`config.mk`:
```
export PLATFORM = sky130hd
export DESIGN_NAME = busrdy_ctrl
export DESIGN_NICKNAME = d
export VERILOG_FILES = /design/src/rtl/busrdy_pkg.sv /design/src/rtl/busrdy_decode.sv /design/src/rtl/busrdy_fsm.sv /design/src/rtl/busrdy_ready.sv /design/src/rtl/busrdy_ctrl.sv
export SDC_FILE = /design/constraint.sdc
export NUM_CORES = 1
export LEC_CHECK = 0
export BUFFER_PORTS_ARGS = -buffer_cell sky130_fd_sc_hd__buf_2
export CORE_AREA = 2 2 39 41
export CTS_CLUSTER_SIZE = 20
export DETAILED_ROUTE_END_ITERATION = 10
export DIE_AREA = 0 0 41 43
export GPL_TIMING_DRIVEN = 0
export PLACE_DENSITY = 0.61
export RECOVER_POWER = 50
export SLEW_MARGIN = 30
export SYNTH_ARGS = -nofsm -noshare
export SYNTH_HDL_FRONTEND = slang
export SYNTH_SLANG_ARGS = --single-unit
```
`constraint.sdc`:
```
create_clock -name clk -period 2.35 [get_ports clk]
set_clock_uncertainty 0.15 [all_clocks]
set_input_delay 0.47 -clock clk [delete_from_list [all_inputs] [get_ports clk]]
set_output_delay 0.47 -clock clk [all_outputs]
set_load 0.005 [all_outputs]
```
`src/rtl/busrdy_pkg.sv`:
```
package busrdy_pkg;

  typedef enum logic [1:0] {
    ST_IDLE = 2'd0,
    ST_REQ  = 2'd1,
    ST_OWN  = 2'd2,
    ST_DONE = 2'd3
  } busrdy_st_e;

endpackage

```
`src/rtl/busrdy_decode.sv`:
```
module busrdy_decode #(
  parameter int              ADDR_W    = 16,
  parameter int              IO_W      = 8,
  parameter int              ROM_SMALL = 2048,
  parameter int              ROM_LARGE = 4096,
  parameter int              RAM_BYTES = 512,
  parameter logic [ADDR_W-1:0] RAM_BASE = 16'h3E00,
  parameter int              IO_SPAN   = 16,
  parameter logic [IO_W-1:0] IO_BASE   = 8'hE0
) (
  input  logic [ADDR_W-1:0] addr,
  input  logic              io_sel,
  input  logic              rom_big,
  output logic              hit
);

  localparam int RAM_LSB = $clog2(RAM_BYTES);
  localparam int IO_LSB  = $clog2(IO_SPAN);
  localparam logic [ADDR_W-1:0] ROM_LIM_S = ADDR_W'(ROM_SMALL);
  localparam logic [ADDR_W-1:0] ROM_LIM_L = ADDR_W'(ROM_LARGE);

  logic rom_hit;
  logic ram_hit;
  logic io_hit;

  always_comb begin
    rom_hit = !io_sel && (addr < (rom_big ? ROM_LIM_L : ROM_LIM_S));
    ram_hit = !io_sel && (addr[ADDR_W-1:RAM_LSB] == RAM_BASE[ADDR_W-1:RAM_LSB]);
    io_hit  = io_sel && (addr[IO_W-1:IO_LSB] == IO_BASE[IO_W-1:IO_LSB]);
    hit     = rom_hit || ram_hit || io_hit;
  end

endmodule

```
`src/rtl/busrdy_fsm.sv`:
```
module busrdy_fsm
  import busrdy_pkg::*;
(
  input  logic clk,
  input  logic rst_n,
  input  logic cmd,
  input  logic hit,
  input  logic rd_req,
  input  logic gnt_n,
  input  logic ack_n,
  output logic breq_n,
  output logic bpro_n,
  output logic drv_en_n,
  output logic rd_dir,
  output logic bus_done
);

  busrdy_st_e st_q, st_d;
  logic       rd_cap_q, rd_cap_d, rd_cap_en;

  always_comb begin
    st_d = st_q;
    unique case (st_q)
      ST_IDLE: if (cmd && !hit) st_d = ST_REQ;
      ST_REQ: begin
        if (!cmd)        st_d = ST_IDLE;
        else if (!gnt_n) st_d = ST_OWN;
      end
      ST_OWN:  if (!ack_n) st_d = ST_DONE;
      ST_DONE: if (!cmd)   st_d = ST_IDLE;
      default: st_d = ST_IDLE;
    endcase
  end

  always_comb begin
    rd_cap_en = (st_q == ST_IDLE) && (st_d == ST_REQ);
    rd_cap_d  = rd_req;
  end

  always_ff @(posedge clk or negedge rst_n) begin
    if (!rst_n) begin
      st_q <= ST_IDLE;
    end else begin
      st_q <= st_d;
    end
  end

  always_ff @(posedge clk or negedge rst_n) begin
    if (!rst_n) begin
      rd_cap_q <= 1'b0;
    end else if (rd_cap_en) begin
      rd_cap_q <= rd_cap_d;
    end
  end

  logic own_bus;
  always_comb begin
    own_bus  = (st_q == ST_OWN) || (st_q == ST_DONE);
    breq_n   = (st_q == ST_IDLE);
    bpro_n   = (st_q != ST_IDLE);
    drv_en_n = !own_bus;
    rd_dir   = own_bus && rd_cap_q;
    bus_done = (st_q == ST_DONE);
  end

endmodule

```
`src/rtl/busrdy_ready.sv`:
```
module busrdy_ready (
  input  logic cmd,
  input  logic hit,
  input  logic bus_done,
  input  logic drv_en_n,
  input  logic ack_n,
  output logic ready
);

  logic remote_pending;
  logic bus_ctl;

  always_comb begin
    remote_pending = cmd && !hit;
    bus_ctl        = !drv_en_n;
    ready          = !remote_pending || bus_done || (bus_ctl && !ack_n);
  end

endmodule

```
`src/rtl/busrdy_ctrl.sv`:
```
module busrdy_ctrl #(
  parameter int              ADDR_W    = 16,
  parameter int              IO_W      = 8,
  parameter int              ROM_SMALL = 2048,
  parameter int              ROM_LARGE = 4096,
  parameter int              RAM_BYTES = 512,
  parameter logic [ADDR_W-1:0] RAM_BASE = 16'h3E00,
  parameter int              IO_SPAN   = 16,
  parameter logic [IO_W-1:0] IO_BASE   = 8'hE0
) (
  input  logic              clk,
  input  logic              rst_n,
  input  logic [ADDR_W-1:0] addr,
  input  logic              io_sel,
  input  logic              rd_n,
  input  logic              wr_n,
  input  logic              rom_big,
  input  logic              bus_gnt_n,
  input  logic              xfer_ack_n,
  output logic              cpu_ready,
  output logic              breq_n,
  output logic              bpro_n,
  output logic              drv_en_n,
  output logic              rd_dir
);

  logic cmd;
  logic onb_hit;
  logic bus_done;

  assign cmd = !rd_n || !wr_n;

  busrdy_decode #(
    .ADDR_W(ADDR_W), .IO_W(IO_W), .ROM_SMALL(ROM_SMALL), .ROM_LARGE(ROM_LARGE),
    .RAM_BYTES(RAM_BYTES), .RAM_BASE(RAM_BASE), .IO_SPAN(IO_SPAN), .IO_BASE(IO_BASE)
  ) u_dec (
    .addr    (addr),
    .io_sel  (io_sel),
    .rom_big (rom_big),
    .hit     (onb_hit)
  );

  busrdy_fsm u_fsm (
    .clk      (clk),
    .rst_n    (rst_n),
    .cmd      (cmd),
    .hit      (onb_hit),
    .rd_req   (!rd_n),
    .gnt_n    (bus_gnt_n),
    .ack_n    (xfer_ack_n),
    .breq_n   (breq_n),
    .bpro_n   (bpro_n),
    .drv_en_n (drv_en_n),
    .rd_dir   (rd_dir),
    .bus_done (bus_done)
  );

  busrdy_ready u_rdy (
    .cmd      (cmd),
    .hit      (onb_hit),
    .bus_done (bus_done),
    .drv_en_n (drv_en_n),
    .ack_n    (xfer_ack_n),
    .ready    (cpu_ready)
  );

endmodule

```
### Yosys cells after proc, flatten, opt, wreduce, memory -nomap -nowiden

Index checks and enable logic that the tools add are counted.

* register bits after elaboration: 3
* bits of input ports: 24
* output and inout port bits: 5

* $lt $le $gt $ge: 1
* equality and inequality tests: 6
* muxes and demuxes: 7
* reductions and logical operators: 22

Operators with widths (number)
* $lt 16x16->1: 1
* $mux 13: 1
* $mux 2: 5
* $pmux 2 s4: 1
* $eq 7x5->1 const B: 1
* $logic_and 1x1->1: 7
* $logic_not 1->1: 7
* $logic_or 1x1->1: 6
* $eq 2x1->1 const B: 2
* $eq 2x2->1 const B: 2
* $eq 4x4->1 const B: 1
* $logic_not 2->1: 1
* $reduce_bool 2->1: 1

### Logic depth before layout (Yosys ltp)

* word-level depth: 11
* mapped depth: 6

### By module

Synthesis repeated with hierarchy kept, for this count alone.

* cells, all modules: 29
* area, all modules: 247.7 µm²

Modules (own cells, without submodules)
* busrdy_fsm: times used 1, cells an instance 15, area an instance 163.9 µm²
* busrdy_decode: times used 1, cells an instance 10, area an instance 65.1 µm²
* busrdy_ready: times used 1, cells an instance 2, area an instance 11.3 µm²
* busrdy_ctrl: times used 1, cells an instance 2, area an instance 7.5 µm²

### Worst setup path before layout

Ideal clock, no wire load.

* kind: input-to-output
* start point: input port rom_big
* end point: output port cpu_ready
* arrival time: 1149 ps
* data required time: 1730 ps
* setup slack: 581 ps
* stages on the path: 6
* cells stage by stage: inv_1 > ha_1 > o21a_1 > o21bai_1 > a21oi_1 > o21ai_0

* cells in the longest elaborated chain, start to end: 10

RTL lines
* from (decl): line busrdy_ctrl.sv:17 `input logic rom_big,`
* $mux 13: line busrdy_decode.sv:27 `rom_hit = !io_sel && (addr < (rom_big ? ROM_LIM_L : ROM_LIM_S));`
* $lt 16x16->1: line busrdy_decode.sv:27
* $logic_and 1x1->1: line busrdy_decode.sv:27
* $logic_or 1x1->1 (2 in series): line busrdy_decode.sv:30 `hit = rom_hit || ram_hit || io_hit;`
* $logic_not 1->1: line busrdy_ready.sv:14 `remote_pending = cmd && !hit;`
* $logic_and 1x1->1: line busrdy_ready.sv:14
* $logic_not 1->1: line busrdy_ready.sv:16 `ready = !remote_pending || bus_done || (bus_ctl && !ack_n);`
* $logic_or 1x1->1 (2 in series): line busrdy_ready.sv:16
* to (decl): line busrdy_ctrl.sv:20 `output logic cpu_ready,`

Every way passes these cells.

### Final worst setup path

* start point: input port addr[12]
* end point: output port cpu_ready

* cells in the longest elaborated chain, start to end: 9
* elaborated cells between the ends (all ways): 11
* those cells by class: 1 x order compare; 1 x eq/ne; 9 x reduce/logical

RTL lines
* from (decl): line busrdy_ctrl.sv:13 `input logic [ADDR_W-1:0] addr,`
* $lt 16x16->1 or $eq 7x5->1 (tied branches): line busrdy_decode.sv:27, busrdy_decode.sv:28
* $logic_and 1x1->1, on equally long branches: line busrdy_decode.sv:27, busrdy_decode.sv:28
* $logic_or 1x1->1 (*) (2 in series): line busrdy_decode.sv:30
* $logic_not 1->1 (*): line busrdy_ready.sv:14
* $logic_and 1x1->1 (*): line busrdy_ready.sv:14
* $logic_not 1->1 (*): line busrdy_ready.sv:16
* $logic_or 1x1->1 (*) (2 in series): line busrdy_ready.sv:16

Every way passes the cells marked *; elsewhere a longest branch is shown, timed or not.

==> results.sh <==
export IMPL_grt_pass1_vias=268
export IMPL_clk_latency_ns=0.23
export IMPL_ys_async_sr_fraction_pct=100
export IMPL_hpwl_um=612
export IMPL_path_class="primary input to output pin"
export IMPL_nNetsFinal=82
export IMPL_worst_setup_path_end_kind="output pin"
export IMPL_max_cap_viol_count=0
export IMPL_start_util_pct=17.1
export IMPL_clk_pin_slew_worst_paths_ns=0.03
export IMPL_powerDensity_nw_per_um2=829
export IMPL_syn_inst=28
export IMPL_highest_layer="met3"
export IMPL_netlist_area_um2=236
export IMPL_cts_buffers=3
export IMPL_postCtsResizedCells=0
export IMPL_critical_path_arrival_ns=1.45
export IMPL_syn_num_nets=53
export IMPL_cp_start_kind="primary input"
export IMPL_vias=311
export IMPL_max_slew_margin_pct=77.6
export IMPL_cts_root_buf="clkbuf_4"
export IMPL_required_ns=1.73
export IMPL_wl_met1_um=241
export IMPL_antenna_cells=0
export IMPL_status="finished clean"
export IMPL_clockBufferDepth=2
export IMPL_min_period_ns=2.07
export IMPL_rows=14
export IMPL_wl_per_cell_um=9.60
export IMPL_ys_ff_latch=3
export IMPL_synth_common_cells="5 x inv_1, 3 x dfrtp_1, 2 x a21oi_1, 2 x nand2_1, 2 x o21ai_0"
export IMPL_fmax_mhz=484
export IMPL_portBuffers=23
export IMPL_final_util_pct=29.4
export IMPL_ys_seq_area_share_pct=31.7
export IMPL_setup_violations=0
export IMPL_num_io_pins=29
export IMPL_hold_viol_final=0
export IMPL_yosys_area_top_type_share_pct=31.7
export IMPL_cp_max_fo=2
export IMPL_ys_warn_count=0
export IMPL_stdcell_area_um2=407
export IMPL_drt_first_iter_violations=4
export IMPL_antenna_found_initial=0
export IMPL_yosysTopAreaCell="dfrtp_1"
export IMPL_regArea_um2=75.1
export IMPL_vias_per_cell=4.32
export IMPL_tightest_slew_ns=0.336
export IMPL_syn_to_final_growth_pct=72.0
export IMPL_r2r_cells=3
export IMPL_drtPass1Iterations=2
export IMPL_die_w_um=41
export IMPL_ir_drop_mv=0.300
export IMPL_routed_wirelength_um=691
export IMPL_power_total_mw=0.337
export IMPL_drc=0
export IMPL_clock_sinks=3
export IMPL_leakagePower_nw=0.222
export IMPL_yosysUniqueCellTypes=19
export IMPL_synth_most_common_cell="inv_1"
export IMPL_cts_tree="done"
export IMPL_fillers=149
export IMPL_die_y_um=43
export IMPL_fin_crit_sh_pct=87.9
export IMPL_multiInputGateArea_um2=143
export IMPL_rsz0062_at_grt="no"
export IMPL_antenna_left=0
export IMPL_yosys_top_cells_area="dfrtp_1 32%, inv_1 7.9%, a2111oi_2 6.3%, ha_1 5.3%, a211o_2 4.2%"
export IMPL_route_met2_wl_um=325
export IMPL_dpl_cell_area_um2=372
export IMPL_grt_usage_pct=8.65
export IMPL_slew_violations=0
export IMPL_avgSynthCellArea_um2=8.45
export IMPL_drive_gt1_share_pct=48.2
export IMPL_holdPathStages=2
export IMPL_wl_met3_um=123
export IMPL_gp_congestion=0.620
export IMPL_synth_main_ff_cell="dfrtp_1"
export IMPL_die_area_um2=1760
export IMPL_hp_class="primary input to flop"
export IMPL_ctsHtreeMaxLevel=1
export IMPL_globalRoute_totalOverflow=0
export IMPL_holdWs_ns=0.303
export IMPL_synth_edf_count=0
export IMPL_grt_pass1_wl_um=938
export IMPL_grt_max_degree=7
export IMPL_coreArea_um2=1380
export IMPL_final_setup_tns_ns=0
final timing paths:
path	from	end	slack (ns)
setup reg to reg	u_fsm.st_q[0]$_DFF_PN0_	u_fsm.rd_cap_q$_DFFE_PN0P_	0.97
setup / recovery	addr[12]	cpu_ready	0.28
hold reg to reg	u_fsm.rd_cap_q$_DFFE_PN0P_	u_fsm.rd_cap_q$_DFFE_PN0P_	0.37
max in group asynchronous	rst_n	u_fsm.rd_cap_q$_DFFE_PN0P_	1.46
hold / removal	rd_n	u_fsm.rd_cap_q$_DFFE_PN0P_	0.30
min in group asynchronous	rst_n	u_fsm.st_q[0]$_DFF_PN0_	0.42
layout by cell type, fill, tap and decap left out, drive strengths merged:
cell / n
a2111oi: 1
a211o: 1
a21oi: 2
a31oi: 1
buf: 22
clkbuf: 5
dfrtp: 3
dlygate4sd3: 1
ha: 1
inv: 5
mux2i: 1
nand2: 2
nand3b: 1
nand4: 1
nor2: 1
nor2b: 1
o211ai: 1
o21a: 1
o21ai: 2
o21bai: 1
o311ai: 1
or2: 1
metal layers:
metal,vias to the layer above,track usage [%]
met1,131,6.80
met2,20,14.4
met3,0,3.66
met4,0,8.00
li1,160,-
met5,-,0
state kept, by name, summed over array words and instances (netlist names):
name / cells
u_fsm.st_q: 2
u_fsm.rd_cap_q: 1
cell type report:
class	instances	share of cell area (%)
Inverter	5	4.62
Timing Repair Buffer	24	30.5
Multi-Input combinational cell	20	35.1
Clock buffer	4	6.46
Tap cell	16	4.92
Sequential cell	3	18.5
kinds of logic (layout without fill, tap and decap cells):
| family | count (synthesis) | in the layout | share of synthesized area, % |
|---|---|---|---|
| flops | 3 | 3 | 31.7 |
| buf+inv | 5 | 33 | 7.94 |
| mux | 1 | 1 | 4.23 |
| simple gates | 7 | 7 | 15.9 |
| fa+ha+maj | 1 | 1 | 5.29 |
| compound gates | 11 | 11 | 34.9 |
worst max-delay path, stage by stage:
cell       delay, ns
buf_2           0.09
nand4_1         0.12
a2111oi_2       0.43
a21oi_1         0.11
o21ai_0         0.09
buf_2           0.14
repair_timing:
action	4_1_cts	5_1_grt
endpoints found under the hold margin	3	0
hold buffers	1	0
buffers inserted	0	0
report_power, final:
part | leakage [nW] | total [mW] | internal, mW | switching, mW
logic | 0.173 | 0.147 | 0.0775 | 0.0695
clock network | 0.0150 | 0.0902 | 0.0636 | 0.0265
registers | 0.0342 | 0.100 | 0.0783 | 0.0219
per-stage QoR:
stage	setup slack [ns]	instances
after detailed placement	0.262	67
final	0.285	72
after floorplan	0.581	28
after global placement	0.283	67
after global routing	0.162	72
after CTS	0.261	72
Note: power is estimated with default switching activity, not from simulation.
